**src/rtl/mac_irq_pkg.sv**
```systemverilog
package mac_irq_pkg;
    localparam int REG_W     = 8;
    localparam int B_TXERR   = 7;
    localparam int B_MGMT    = 6;
    localparam int B_RXCTRL  = 5;
    localparam int B_RXPAUSE = 4;
    localparam int B_RXDONE  = 3;
    localparam int B_RXOVR   = 2;
    localparam logic [REG_W-1:0] IMPL_MASK = 8'hFC;
    localparam logic [REG_W-1:0] RX_MASK   = (1 << B_RXCTRL) | (1 << B_RXPAUSE) | (1 << B_RXDONE);
    localparam logic [REG_W-1:0] SYS_MASK  = (1 << B_TXERR) | (1 << B_MGMT) | (1 << B_RXOVR);

    typedef struct packed {
        logic [REG_W-1:0] stat;
    } flag_state_t;

    typedef struct packed {
        logic [REG_W-1:0] en;
    } mask_state_t;

    typedef struct packed {
        logic drop;
    } gate_state_t;
endpackage

```
**src/rtl/mac_irq_flags.sv**
```systemverilog
module mac_irq_flags
    import mac_irq_pkg::*;
(
    input  logic             clk,
    input  logic             rst_n,
    input  logic [REG_W-1:0] set_ev,
    input  logic             clr_wr,
    input  logic [REG_W-1:0] clr_data,
    input  logic             txp_rst,
    output logic [REG_W-1:0] stat_q
);
    flag_state_t st_d, st_q;
    logic [REG_W-1:0] clr_mask;

    always_comb begin
        clr_mask = clr_wr ? clr_data : '0;
        if (txp_rst) clr_mask[B_TXERR] = 1'b1;
        st_d.stat = ((st_q.stat & ~clr_mask) | set_ev) & IMPL_MASK;
    end

    always_ff @(posedge clk) begin
        if (!rst_n) st_q <= '0;
        else        st_q <= st_d;
    end

    assign stat_q = st_q.stat;

    assert_sticky_R2: assert property (@(posedge clk) disable iff (!rst_n)
        1'b1 |=> ((stat_q & $past(stat_q & ~clr_mask)) == $past(stat_q & ~clr_mask)));
    assert_w1c_R3: assert property (@(posedge clk) disable iff (!rst_n)
        clr_wr |=> ((stat_q & $past(clr_data & ~set_ev)) == '0));
    assert_set_wins_R4: assert property (@(posedge clk) disable iff (!rst_n)
        (|(set_ev & IMPL_MASK)) |=> ((stat_q & $past(set_ev & IMPL_MASK)) == $past(set_ev & IMPL_MASK)));
    assert_rsvd_R5: assert property (@(posedge clk) disable iff (!rst_n)
        (stat_q & ~IMPL_MASK) == '0);
endmodule

```
**src/rtl/mac_irq_mask.sv**
```systemverilog
module mac_irq_mask
    import mac_irq_pkg::*;
(
    input  logic             clk,
    input  logic             rst_n,
    input  logic             en_wr,
    input  logic [REG_W-1:0] en_data,
    input  logic [REG_W-1:0] stat,
    output logic [REG_W-1:0] en_q,
    output logic             irq_rx,
    output logic             irq_sys
);
    mask_state_t ms_d, ms_q;
    logic [REG_W-1:0] live;

    always_comb begin
        ms_d = ms_q;
        if (en_wr) ms_d.en = en_data & IMPL_MASK;
        live    = stat & ms_q.en;
        irq_rx  = |(live & RX_MASK);
        irq_sys = |(live & SYS_MASK);
    end

    always_ff @(posedge clk) begin
        if (!rst_n) ms_q <= '0;
        else        ms_q <= ms_d;
    end

    assign en_q = ms_q.en;

    assert_rx_quiet_R7: assert property (@(posedge clk) disable iff (!rst_n)
        ((stat & en_q & RX_MASK) == '0) |-> !irq_rx);
    assert_sys_quiet_R8: assert property (@(posedge clk) disable iff (!rst_n)
        ((stat & en_q & SYS_MASK) == '0) |-> !irq_sys);
    assert_en_load_R6: assert property (@(posedge clk) disable iff (!rst_n)
        en_wr |=> (en_q == ($past(en_data) & IMPL_MASK)));
endmodule

```
**src/rtl/mac_rx_gate.sv**
```systemverilog
module mac_rx_gate (
    input  logic clk,
    input  logic rst_n,
    input  logic ovr_flag,
    input  logic sof,
    input  logic eof,
    output logic block
);
    import mac_irq_pkg::*;
    gate_state_t gs_d, gs_q;

    always_comb begin
        gs_d = gs_q;
        if (sof)      gs_d.drop = ovr_flag;
        else if (eof) gs_d.drop = 1'b0;
        else          gs_d.drop = gs_q.drop | ovr_flag;
        block = ovr_flag | gs_q.drop;
    end

    always_ff @(posedge clk) begin
        if (!rst_n) gs_q <= '0;
        else        gs_q <= gs_d;
    end

    assert_block_ovr_R9: assert property (@(posedge clk) disable iff (!rst_n)
        ovr_flag |-> block);
    assert_hold_frame_R10: assert property (@(posedge clk) disable iff (!rst_n)
        (block && !sof && !eof) |=> block);
endmodule

```
**src/rtl/mac_irq_status.sv**
```systemverilog
module mac_irq_status
    import mac_irq_pkg::*;
(
    input  logic             clk,
    input  logic             rst_n,
    input  logic             cpu_sel,
    input  logic             cpu_wr,
    input  logic [REG_W-1:0] cpu_wdata,
    output logic [REG_W-1:0] cpu_rdata,
    input  logic             ev_tx_fsm_err,
    input  logic             ev_mgmt_done,
    input  logic             ev_rx_ctrl,
    input  logic             ev_rx_pause,
    input  logic             ev_rx_done,
    input  logic             ev_rx_overrun,
    input  logic             tx_path_rst,
    input  logic             rx_sof,
    input  logic             rx_eof,
    output logic             rx_block,
    output logic             irq_rx,
    output logic             irq_sys,
    output logic             tx_err
);
    logic [REG_W-1:0] set_ev, stat, en;

    always_comb begin
        set_ev            = '0;
        set_ev[B_TXERR]   = ev_tx_fsm_err;
        set_ev[B_MGMT]    = ev_mgmt_done;
        set_ev[B_RXCTRL]  = ev_rx_ctrl;
        set_ev[B_RXPAUSE] = ev_rx_pause;
        set_ev[B_RXDONE]  = ev_rx_done;
        set_ev[B_RXOVR]   = ev_rx_overrun;
    end

    mac_irq_flags u_flags (
        .clk      (clk),
        .rst_n    (rst_n),
        .set_ev   (set_ev),
        .clr_wr   (cpu_wr && !cpu_sel),
        .clr_data (cpu_wdata),
        .txp_rst  (tx_path_rst),
        .stat_q   (stat)
    );

    mac_irq_mask u_mask (
        .clk     (clk),
        .rst_n   (rst_n),
        .en_wr   (cpu_wr && cpu_sel),
        .en_data (cpu_wdata),
        .stat    (stat),
        .en_q    (en),
        .irq_rx  (irq_rx),
        .irq_sys (irq_sys)
    );

    mac_rx_gate u_gate (
        .clk      (clk),
        .rst_n    (rst_n),
        .ovr_flag (stat[B_RXOVR]),
        .sof      (rx_sof),
        .eof      (rx_eof),
        .block    (rx_block)
    );

    assign cpu_rdata = cpu_sel ? en : stat;
    assign tx_err    = stat[B_TXERR];

    assert_txrst_R11: assert property (@(posedge clk) disable iff (!rst_n)
        (tx_path_rst && !ev_tx_fsm_err) |=> !tx_err);
endmodule

```
**config.mk**
```make
export PLATFORM = sky130hd
export DESIGN_NAME = mac_irq_status
export DESIGN_NICKNAME = d
export VERILOG_FILES = /design/src/rtl/mac_irq_pkg.sv /design/src/rtl/mac_irq_flags.sv /design/src/rtl/mac_irq_mask.sv /design/src/rtl/mac_rx_gate.sv /design/src/rtl/mac_irq_status.sv
export SDC_FILE = /design/constraint.sdc
export NUM_CORES = 1
export LEC_CHECK = 0
export BUFFER_PORTS_ARGS = -buffer_cell sky130_fd_sc_hd__buf_2
export CAP_MARGIN = 15
export CELL_PAD_IN_SITES_DETAIL_PLACEMENT = 1
export CELL_PAD_IN_SITES_GLOBAL_PLACEMENT = 1
export CORE_UTILIZATION = 29
export DETAILED_ROUTE_END_ITERATION = 10
export PLACE_DENSITY_LB_ADDON = 0.1
export SETUP_SLACK_MARGIN = 0.5
export SYNTH_ARGS = -nofsm -noshare
export SYNTH_HDL_FRONTEND = slang
export SYNTH_HIERARCHICAL = 1
export SYNTH_SLANG_ARGS = --single-unit
```
**constraint.sdc**
```tcl
create_clock -name clk -period 1.03 [get_ports clk]
set_clock_uncertainty 0.05 [all_clocks]
set_input_delay 0.206 -clock clk [delete_from_list [all_inputs] [get_ports clk]]
set_output_delay 0.206 -clock clk [all_outputs]
set_load 0.005 [all_outputs]
```
==> flow_metrics.env <==
export IMPL_timing_final_crit_share_pct=134.1
export IMPL_timing_hold_worst_start="ev_tx_fsm_err"
export IMPL_avgViaCountPerCell=4.496
export IMPL_crit_path_cell_trace="a222oi_1, inv_1, buf_2"
export IMPL_clk_root_buffer_cell="clkbuf_4"
export IMPL_violations="negative setup slack"
export IMPL_drv_slew=0
export IMPL_detail_route_wl_per_cell_um=11.69
export IMPL_postSynthAreaPerCell_um2=10.26
export IMPL_critical_path_startpoint_type="flip-flop"
export IMPL_post_route_min_period_ps=1381
export IMPL_n_antenna_cell=0
export IMPL_r2r_start="u_flags/stat_q[7]"
export IMPL_timing_setup_critical_path_class="reg2out"
export IMPL_post_route_util_pct=47.06
export IMPL_die_h_um=51.42
export IMPL_peakVddDrop_mv=0.5177
export IMPL_critical_path_max_fanout=2
export IMPL_number_of_antenna_violations_at_the_first_check_in_global_routing=0
export IMPL_setup_violations_final=10
export IMPL_critical_path_max_stage_delay_ps=340
export IMPL_multi_input_area_um2=409.1
export IMPL_worst_slack_ps=-350.8
export IMPL_number_of_design_rule_violations_left_by_the_first_detailed_router_iteration=5
export IMPL_remaining_drc_errors=0
export IMPL_dieArea_mm2=0.002644
export IMPL_dp_hpwl_um=1229
export IMPL_gpl_final_weighted_congestion=0.6883
export IMPL_fin_hold_ws_ps=92.48
export IMPL_critical_path_buf_inv_count=2
export IMPL_cellLeakagePower_uw=0.0005109
export IMPL_cp_launch_point="u_mask/en_q[2]"
export IMPL_finalNonFillerCells=137
export IMPL_clock_pin_transition_on_the_worst_setup_and_hold_timing_paths_ps=80
export IMPL_placed_cells=129
export IMPL_grt_first_pass_wirelength_um=2677
export IMPL_crit_slowest_cell="a222oi_1"
export IMPL_post_route_cells_drive_above_1_share_pct=64.22
export IMPL_clock_fmax_mhz=724.2
export IMPL_end_kind="output pin"
export IMPL_synth_warning_count=6
export IMPL_status="finished, violations left"
export IMPL_crit_required_ps=770
export IMPL_fp_dieW_um=51.42
export IMPL_grt_start_max_net_pins=14
export IMPL_tritoncts_clock_tree="built"
export IMPL_critPathArrivalTime_ps=1120
export IMPL_finalNetCount=131
export IMPL_cts_buffers_inserted=3
export IMPL_globalRouteTotalUtil_pct=13.76
export IMPL_cts_sinks=13
export IMPL_detail_route_first_pass_iterations=5
export IMPL_syn_area_um2=708.2
export IMPL_cts_max_level=1
export IMPL_seq_area_um2=272.8
export IMPL_cap_violations=0
export IMPL_setup_repair_after_global_routing_missed_its_margin="true"
export IMPL_clock_path_buffers=2
export IMPL_critical_path_top_delay_family="compound AO/OA/AOI/OAI gates"
export IMPL_hp_class="in2reg"
export IMPL_first_global_vias=611
export IMPL_core_mm2=0.002255
export IMPL_layout_filler_cells=272
export IMPL_worst_skew_pair_late_latency_ps=260
export IMPL_setup_tns_final_ps=-2605
export IMPL_portBuffers=28
export IMPL_cellPowerDensity_mw_per_mm2=1107
export IMPL_ant_nets=0
export IMPL_rows=17
export IMPL_floorplan_initialDensity_pct=31.41
export IMPL_preCtsSetupSlack_ps=-154.4
export IMPL_syn_instance_count=69
export IMPL_globalRoute_totalOverflow=0
export IMPL_routed_wl_um=1602
export IMPL_io_pins=33
export IMPL_final_hold_viol_count=0
export IMPL_detailroute_via_count=616
export IMPL_area_delta_synth_final_pct=49.82
==> routing by layer <==
layer	up-vias	GRT usage [%]	part of all wire (%)
met4	0	5.405	0.87
met3	2	2.976	4.5
met1	293	15.56	42
met5	-	0	0
li1	306	-	-
met2	15	24.68	53
==> worst register-to-register path: stages (launching register included) <==
cell	delay, ps
dfxtp_2	340
buf_6	110
buf_6	100
inv_1	60
a211oi_2	30
o21a_1	160
==> where the power goes <==
group	internal (uW)	switching [uW]	total, uW
Combinational	191	103	293
Sequential	538	24.6	563
Clock	150	169	319
Total	879	296	1170
==> repair_timing <==
| action | 4_1_cts | 5_1_grt |
|---|---|---|
| setup buffers | 2 | 2 |
| endpoints found under the hold margin | 0 | 0 |
| pin swaps | 4 | 3 |
| gates resized for setup | 21 | 10 |
| hold buffers | 0 | 0 |
| setup endpoints to repair | 23 | 23 |
==> state kept, by name (all words and copies together) (netlist names) <==
register and flops:
u_gate/gs_q 1, u_flags/stat_q 6, u_mask/en_q 6
==> metrics by stage <==
step                      instance area, um2  power (uW)
final                                   1061        1175
after floorplan                        725.7       708.5
after detailed placement               899.6       802.4
after CTS                               1013        1172
after global routing                    1061        1258
after global placement                 899.6       795.5
==> worst paths after layout <==
path | end | slack, ps | depth (start not counted)
worst min register to register | u_flags/stat_q[3] | 490 | 2
worst min-delay path | u_flags/stat_q[7] | 90 | 2
worst max register to register | u_flags/stat_q[7] | 70 | 5
worst max-delay path | irq_sys | -350 | 3
==> final cells by class <==
class | count | share of cell area (%)
inverter | 4 | 1.415
clock buffer | 4 | 2.476
sequential | 13 | 25.71
tap | 28 | 3.302
multi-input combinational | 48 | 38.56
timing repair buffer | 40 | 28.54
==> cells in the final DEF (no fill, tap or decap), types with 2 or more instances in the layout <==
cell and n:
buf_2 20, dfxtp_1 3, buf_6 12, mux2i_1 6
clkbuf_4 3, nor2b_1 12, a222oi_1 2, mux2_4 8
conb_1 4, buf_4 7, dfxtp_2 10, nand2_1 2
nand2_2 3, a21oi_1 2, inv_1 4, a21oi_2 3
(Power assumes the default switching activity.)
